--- config.mk ---
export PLATFORM = sky130hd
export DESIGN_NAME = spi_pt_swap
export DESIGN_NICKNAME = d
export VERILOG_FILES = /design/src/rtl/spi_pt_swap.sv
export SDC_FILE = /design/constraint.sdc
export NUM_CORES = 1
export LEC_CHECK = 0
export BUFFER_PORTS_ARGS = -buffer_cell sky130_fd_sc_hd__buf_2
export CAP_MARGIN = 20
export CORE_MARGIN = 2
export CORE_UTILIZATION = 44
export DETAILED_ROUTE_END_ITERATION = 10
export HOLD_SLACK_MARGIN = 0.06
export MAX_ROUTING_LAYER = met4
export PLACE_DENSITY_LB_ADDON = 0.3
export SYNTH_ARGS = -nofsm -noshare
export SYNTH_HDL_FRONTEND = slang
export SYNTH_SLANG_ARGS = --single-unit
export TNS_END_PERCENT = 30
--- constraint.sdc ---
create_clock -name clk -period 3.8 [get_ports clk]
set_input_delay 0.76 -clock clk [delete_from_list [all_inputs] [get_ports clk]]
set_output_delay 0.76 -clock clk [all_outputs]
set_load 0.01 [all_outputs]
--- src/rtl/spi_pt_swap.sv ---
module spi_pt_swap #(
  parameter int AddrMaxBits = 32,
  parameter int SwapBits    = 32
) (
  input  logic                   clk,
  input  logic                   rst_n,
  input  logic                   cmd_start,
  input  logic [1:0]             cmd_addr_mode,
  input  logic                   cmd_addr_4b_cfg,
  input  logic                   cmd_addr_swap_en,
  input  logic                   cmd_pay_swap_en,
  input  logic [3:0]             cmd_pay_lanes,
  input  logic                   cmd_pay_dir,
  input  logic                   addr_phase,
  input  logic                   payload_phase,
  input  logic                   bit_valid,
  input  logic                   in_bit,
  input  logic [AddrMaxBits-1:0] swap_addr,
  input  logic [SwapBits-1:0]    pay_mask,
  input  logic [SwapBits-1:0]    pay_data,
  output logic                   out_bit
);
  localparam int CntW       = $clog2(AddrMaxBits + 1);
  localparam int PCntW      = $clog2(SwapBits + 1);
  localparam int ShortBits  = AddrMaxBits - 8;

  logic             addr_on, addr_long, pay_on;
  logic [CntW-1:0]  addr_cnt;
  logic [PCntW-1:0] pay_cnt;

  always_ff @(posedge clk or negedge rst_n) begin
    if (!rst_n) begin
      addr_on   <= 1'b0;
      addr_long <= 1'b0;
      pay_on    <= 1'b0;
      addr_cnt  <= '0;
      pay_cnt   <= '0;
    end else if (cmd_start) begin
      addr_on   <= cmd_addr_swap_en && (cmd_addr_mode != 2'b00);
      addr_long <= (cmd_addr_mode == 2'b11) || ((cmd_addr_mode == 2'b01) && cmd_addr_4b_cfg);
      pay_on    <= cmd_pay_swap_en && (cmd_pay_lanes == 4'b0001) && !cmd_pay_dir;
      addr_cnt  <= '0;
      pay_cnt   <= '0;
    end else if (bit_valid) begin
      if (addr_phase && addr_cnt != CntW'(AddrMaxBits))
        addr_cnt <= addr_cnt + CntW'(1);
      if (payload_phase && !addr_phase && pay_cnt != PCntW'(SwapBits))
        pay_cnt <= pay_cnt + PCntW'(1);
    end
  end

  logic [CntW-1:0]        addr_len, addr_idx;
  logic [PCntW-1:0]       pay_idx;
  logic [AddrMaxBits-1:0] sel_a;
  logic [SwapBits-1:0]    sel_p;
  logic                   addr_hit, pay_hit, a_bit, p_bit;

  assign addr_len = addr_long ? CntW'(AddrMaxBits) : CntW'(ShortBits);
  assign addr_idx = addr_len - addr_cnt - CntW'(1);
  assign pay_idx  = PCntW'(SwapBits) - pay_cnt - PCntW'(1);
  assign sel_a    = {{(AddrMaxBits-1){1'b0}}, 1'b1} << addr_idx;
  assign sel_p    = {{(SwapBits-1){1'b0}}, 1'b1} << pay_idx;

  assign addr_hit = bit_valid && addr_phase && addr_on && (addr_cnt < addr_len);
  assign pay_hit  = bit_valid && payload_phase && !addr_phase && pay_on &&
                    (pay_cnt < PCntW'(SwapBits));
  assign a_bit    = |(swap_addr & sel_a);
  assign p_bit    = (|(pay_mask & sel_p)) ? (|(pay_data & sel_p)) : in_bit;

  assign out_bit  = addr_hit ? a_bit : (pay_hit ? p_bit : in_bit);
endmodule

* After elaboration in Yosys (flattened, before gate mapping) *
Index checks and enable logic that the tools add are counted.

cells by class
  bitwise gates (word level) = 3
  reduce and logical (&&, ||, !) cells = 26
  magnitude comparators = 2
  shift-type cells = 2
  equal/unequal tests = 5
  muxes and demuxes = 10
  add/subtract/negate cells = 6

operator list
  cell                                                number
  bitwise AND 32 bit                                  3
  OR reduction 32 bit                                 3
  << shifter 1 x 6 -> 32 bit (first input constant)   2
  two-way mux 6 bit                                   7
  logical AND 1 bit                                   14
  adder 6 x 1 -> 6 bit (second input constant)        2
  != test 6 bit (second input constant)               2
  subtractor 6 x 1 -> 6 bit (second input constant)   2
  nonzero test 2 bit                                  4
  less-than comparator 6 bit                          1
  less-than comparator 6 bit (second input constant)  1
  subtractor 6 bit                                    1
  subtractor 6 bit (first input constant)             1
  == test 4 x 1 -> 1 bit (second input constant)      1
  AND reduction 2 bit                                 2
  two-way mux 1 bit                                   3
  == test 2 x 1 -> 1 bit (second input constant)      1
  == test 2 bit (second input constant)               1
  zero test 1 bit                                     2
  logical OR 1 bit                                    1

storage, ports and cells
  output and inout port bits = 1
  input port bits = 113
  flip-flop bits (word level) = 15

* Depth between registers and ports, before layout *
  depth in word-level cells = 8
  mapped depth = 10
  mapped depth without buffers = 9

* Worst setup path before layout *
Ideal clock, no wire load.

  kind = reg-to-output
  from = register pay_cnt[0]
  to = output out_bit
  setup slack = 0.800 ns
  cell stages (with the launch flop) = 10
  arrival = 2.240 ns
  path through = dfrtp_1 > ha_1 > ha_1 > and3_1 > a31oi_1 > o211ai_1 > or4_1 > or3_1 > mux2i_1 > o22ai_1

on the way
  longest elaborated chain between the ends = 8
  elaborated cells on any way between the ends = 12
  classes of those cells = add/sub: 2; order compare: 1; shift: 1; mux: 3; bitwise: 2; reduce/logical: 3

ends and longest elaborated chain
  item                               RTL line  text
  start: declaration                 29        logic [PCntW-1:0] pay_cnt;
  start signal: assignment           48        pay_cnt <= pay_cnt + PCntW'(1);
  subtractor 6 bit                   60        assign pay_idx = PCntW'(SwapBits) - pay_cnt - PCntW'(1);
  subtractor 6 x 1 -> 6 bit          60
  << shifter 1 x 6 -> 32 bit         62        assign sel_p = {{(SwapBits-1){1'b0}}, 1'b1} << pay_idx;
  bitwise AND 32 bit                 68        assign p_bit = (|(pay_mask & sel_p)) ? (|(pay_data & sel_p)) : in_bit;
  OR reduction 32 bit                68
  two-way mux 1 bit                  68
  two-way mux 1 bit * (2 in series)  70        assign out_bit = addr_hit ? a_bit : (pay_hit ? p_bit : in_bit);
  end: declaration                   21        output logic out_bit

Mark *: on every way between the ends. The rest lies on a longest branch, timed or not.

* Worst setup path in the final report *
Ends and elaborated chain as after synthesis.

==> results.yml <==
clock_tree:
  numCtsBuffers: 3
  clockRootBuffer: "clkbuf_8"
  ctsHoldBuffers: 0
  cts_buffer_depth: 2
  cts_sinks: 15
  cts_tree: "built"
  clock_latency_ns: 0.24
  post_cts_resize_count: 0
  ctsHtreeMaxLevel: 1
  cts_setup_buffers: 0
  clk_pin_slew_ns: 0.06
logic_synthesis:
  synth_cell_types: 44
  synth_edf_count: 0
  yosys_most_used_dff: "dfrtp_1"
  syn_inst: 238
  yosys.area.top_type_share_pct: 19.72
  yosysWarnings: 0
  syn_area_sq_mm: 0.001903
  synthArstFlopShare_pct: 100.0
  synth_top_family_by_area: "compound AO/OA/AOI/OAI gates"
  post-synth-top-count-cell: "nand2_1"
  synth_simple_gate_area_share_pct: 23.47
  synth_area_leader_cell: "dfrtp_1"
  seq_area_frac_synth_pct: 19.72
  synthAdderAreaFrac_pct: 11.57
  synth-compound-area-share_pct: 24.92
  yosys-mux-area-fraction_pct: 7.955
  avgSynthCellArea_sq_um: 7.996
  synth_nets: 368
  synth-xor-area-share_pct: 3.682
  synth-seq-cells: 15
  synthTopCellsByArea: "dfrtp_1 (20%), ha_1 (11%), nand2_1 (4.7%), o21ai_0 (3.9%), nor2_1 (3.7%)"
  ys_top_cells_by_count: "nand2_1 (24), nor2_1 (19), ha_1 (16)"
die:
  initial_core_util_pct: 46.57
  die_area_sq_mm: 0.004867
  die_h_um: 69.77
  fp.coreArea_sq_mm: 0.004086
  num_io_pins: 114
  num_rows: 23
  die_w_um: 69.77
worst_setup_path:
  crit_arrival_ns: 2.80
  critPathLaunchType: "register"
  critical_path_class: "register to primary output"
  end_kind: "primary output"
  cp_max_fo: 7
  worstPathRequired_ns: 3.04
detailed_routing:
  via_count: 2205
  drt-vias-per-instance: 5.668
  detail-route-antenna-nets: 0
  first_pass_iters: 5
  post_drt_wl_per_cell_um: 14.12
  drcViolationCount: 0
  drt-total-wl_um: 5491
  initialDrtViolationCount: 178
place:
  portBuffers: 113
  dpl.hpwl_um: 4438
  gp_congestion: 0.8683
  pre_cts_ws_ns: 0.3701
flow_run:
  maxCapViolCount: 0
global_routing:
  grt_pass1_vias: 2051
  grt_usage_pct: 22.07
  grt_max_degree: 28
  use_met1_pct: 28.93
  grt-ovfl-total: 0
  grt_pass1_wl_um: 8818
  grt-busiest-layer: "met2"
  use_met3_pct: 2.471
  grt_antenna_before_repair: 0
  use_met2_pct: 35.66
power_and_ir_drop:
  ir_drop_uv: 217.9
  p_per_area_mw_per_mm2: 186.1
  leakage_nw: 1.148
timing:
  setup_violations: 0
  clock_skew_ns: 0.0005554
  setup_ws_ns: 0.2376
  min_period_over_period_pct: 93.75
  rsz0062_at_grt: "no"
  drv_slew: 0
  layout_min_cycle_time_ns: 3.562
  fmax_mhz: 280.7
  relSlewSlack_pct: 65.85
  tightest_slew_ns: 0.5122
  hold_viol: 0
  finalSetupTns_ns: 0
layout:
  drive_gt1_share_pct: 38.94
  final_util_pct: 60.87
  syn2layout_area_growth_pct: 30.70
  antenna-diode-count: 0
  final.fill_count: 390
  final_nets: 470
run_status:
  outcome: "complete, no violations"
worst_hold_path:
  worstHoldPathType: "input port to asynchronous set/reset pin"
## path summary, 6_finish.rpt
kind                            startpoint          end  slack [ns]  cells past startpoint
worst max-delay path            pay_cnt[0]      out_bit        0.24                     10
worst min-delay path                 rst_n  addr_cnt[3]        0.41                      1
worst max register to register  pay_cnt[0]   pay_cnt[5]        1.35                      8
worst min register to register     addr_on      addr_on        0.53                      2
max in group asynchronous            rst_n   pay_cnt[5]        3.14                      1
min in group clk                   addr_on      addr_on        0.53                      2
## cell type report
cell class	instances	area, sq um	area share, %
timing repair buffer	116	588.1	23.64
clock buffer	4	45.04	1.811
multi-input combinational	191	1365	54.88
sequential	15	375.4	15.09
tap	50	62.56	2.515
inverter	13	51.30	2.062
## kinds of logic (layout without fill, tap and decap cells)
kind of cell	Yosys count	count (layout)
and+or+nand+nor	89	89
AOI/OAI and AO/OA	66	66
buffers and inverters	32	133
adders and majority gates	17	17
DFF	15	15
muxes	11	11
xor gates and xnor gates	8	8
## through the flow
stage          hold WS, ns  total power [mW]  instance area, sq um  cells
2_1_floorplan       0.4644            0.2623                  1903    238
3_3_place_gp        0.5126            0.3383                  2440    385
3_5_place_dp        0.5276            0.3415                  2440    385
4_1_cts             0.4192            0.4680                  2485    389
5_1_grt             0.4350            0.4927                  2487    389
6_report            0.4134            0.4628                  2487    389
## placed cells by master (no fill, tap or decap), types with 2 or more instances in the layout
cell / Yosys / layout
nor4b_1: 2 / 2
dfrtp_1: 15 / 15
mux2_2: 3 / 3
nand4_1: 3 / 3
nand2_1: 24 / 24
nor4_1: 3 / 3
nand2b_1: 2 / 2
nand3b_1: 6 / 6
a211oi_1: 2 / 2
nor2_1: 19 / 19
buf_2: 4 / 113
or3_1: 2 / 2
mux4_2: 3 / 3
buf_4: 0 / 3
o22ai_1: 3 / 3
clkbuf_8: 0 / 3
nand3_1: 12 / 12
nor3_1: 7 / 7
and3_1: 4 / 4
a221oi_1: 7 / 7
o21ai_0: 15 / 15
a2111oi_0: 2 / 2
a21oi_1: 9 / 9
nand4b_1: 3 / 3
a222oi_1: 6 / 6
mux2i_1: 5 / 5
xnor2_1: 7 / 7
a31oi_1: 4 / 4
ha_1: 16 / 15
a22oi_1: 7 / 7
o211ai_1: 6 / 6
inv_1: 11 / 11
## state kept, by name, summed over array words and instances, names as in the netlist
signal and count:
addr_long 1, addr_on 1, addr_cnt 6, pay_on 1, pay_cnt 6
## layer usage
layer  vias up  part of all wire, %
met5         -                    0
li1       1100                    -
met4         0                  1.2
met1       979                   44
met2       118                   47
met3         8                  7.5
## worst max-delay path, stage by stage, from the launching register on
cell and delay (ns):
dfrtp_1 0.43, ha_1 0.25, ha_1 0.27, and3_1 0.21, a31oi_1 0.14, o211ai_1 0.09, or4_1 0.42, or3_1 0.36
mux2i_1 0.13, o22ai_1 0.09, buf_2 0.16
## report_power, final
group,leakage [nW],internal [mW],switching [mW]
clock network,0.0228,0.0740,0.0494
registers,0.204,0.165,0.00595
logic,0.921,0.0890,0.0793
Note: power is estimated with default switching activity, not from simulation.
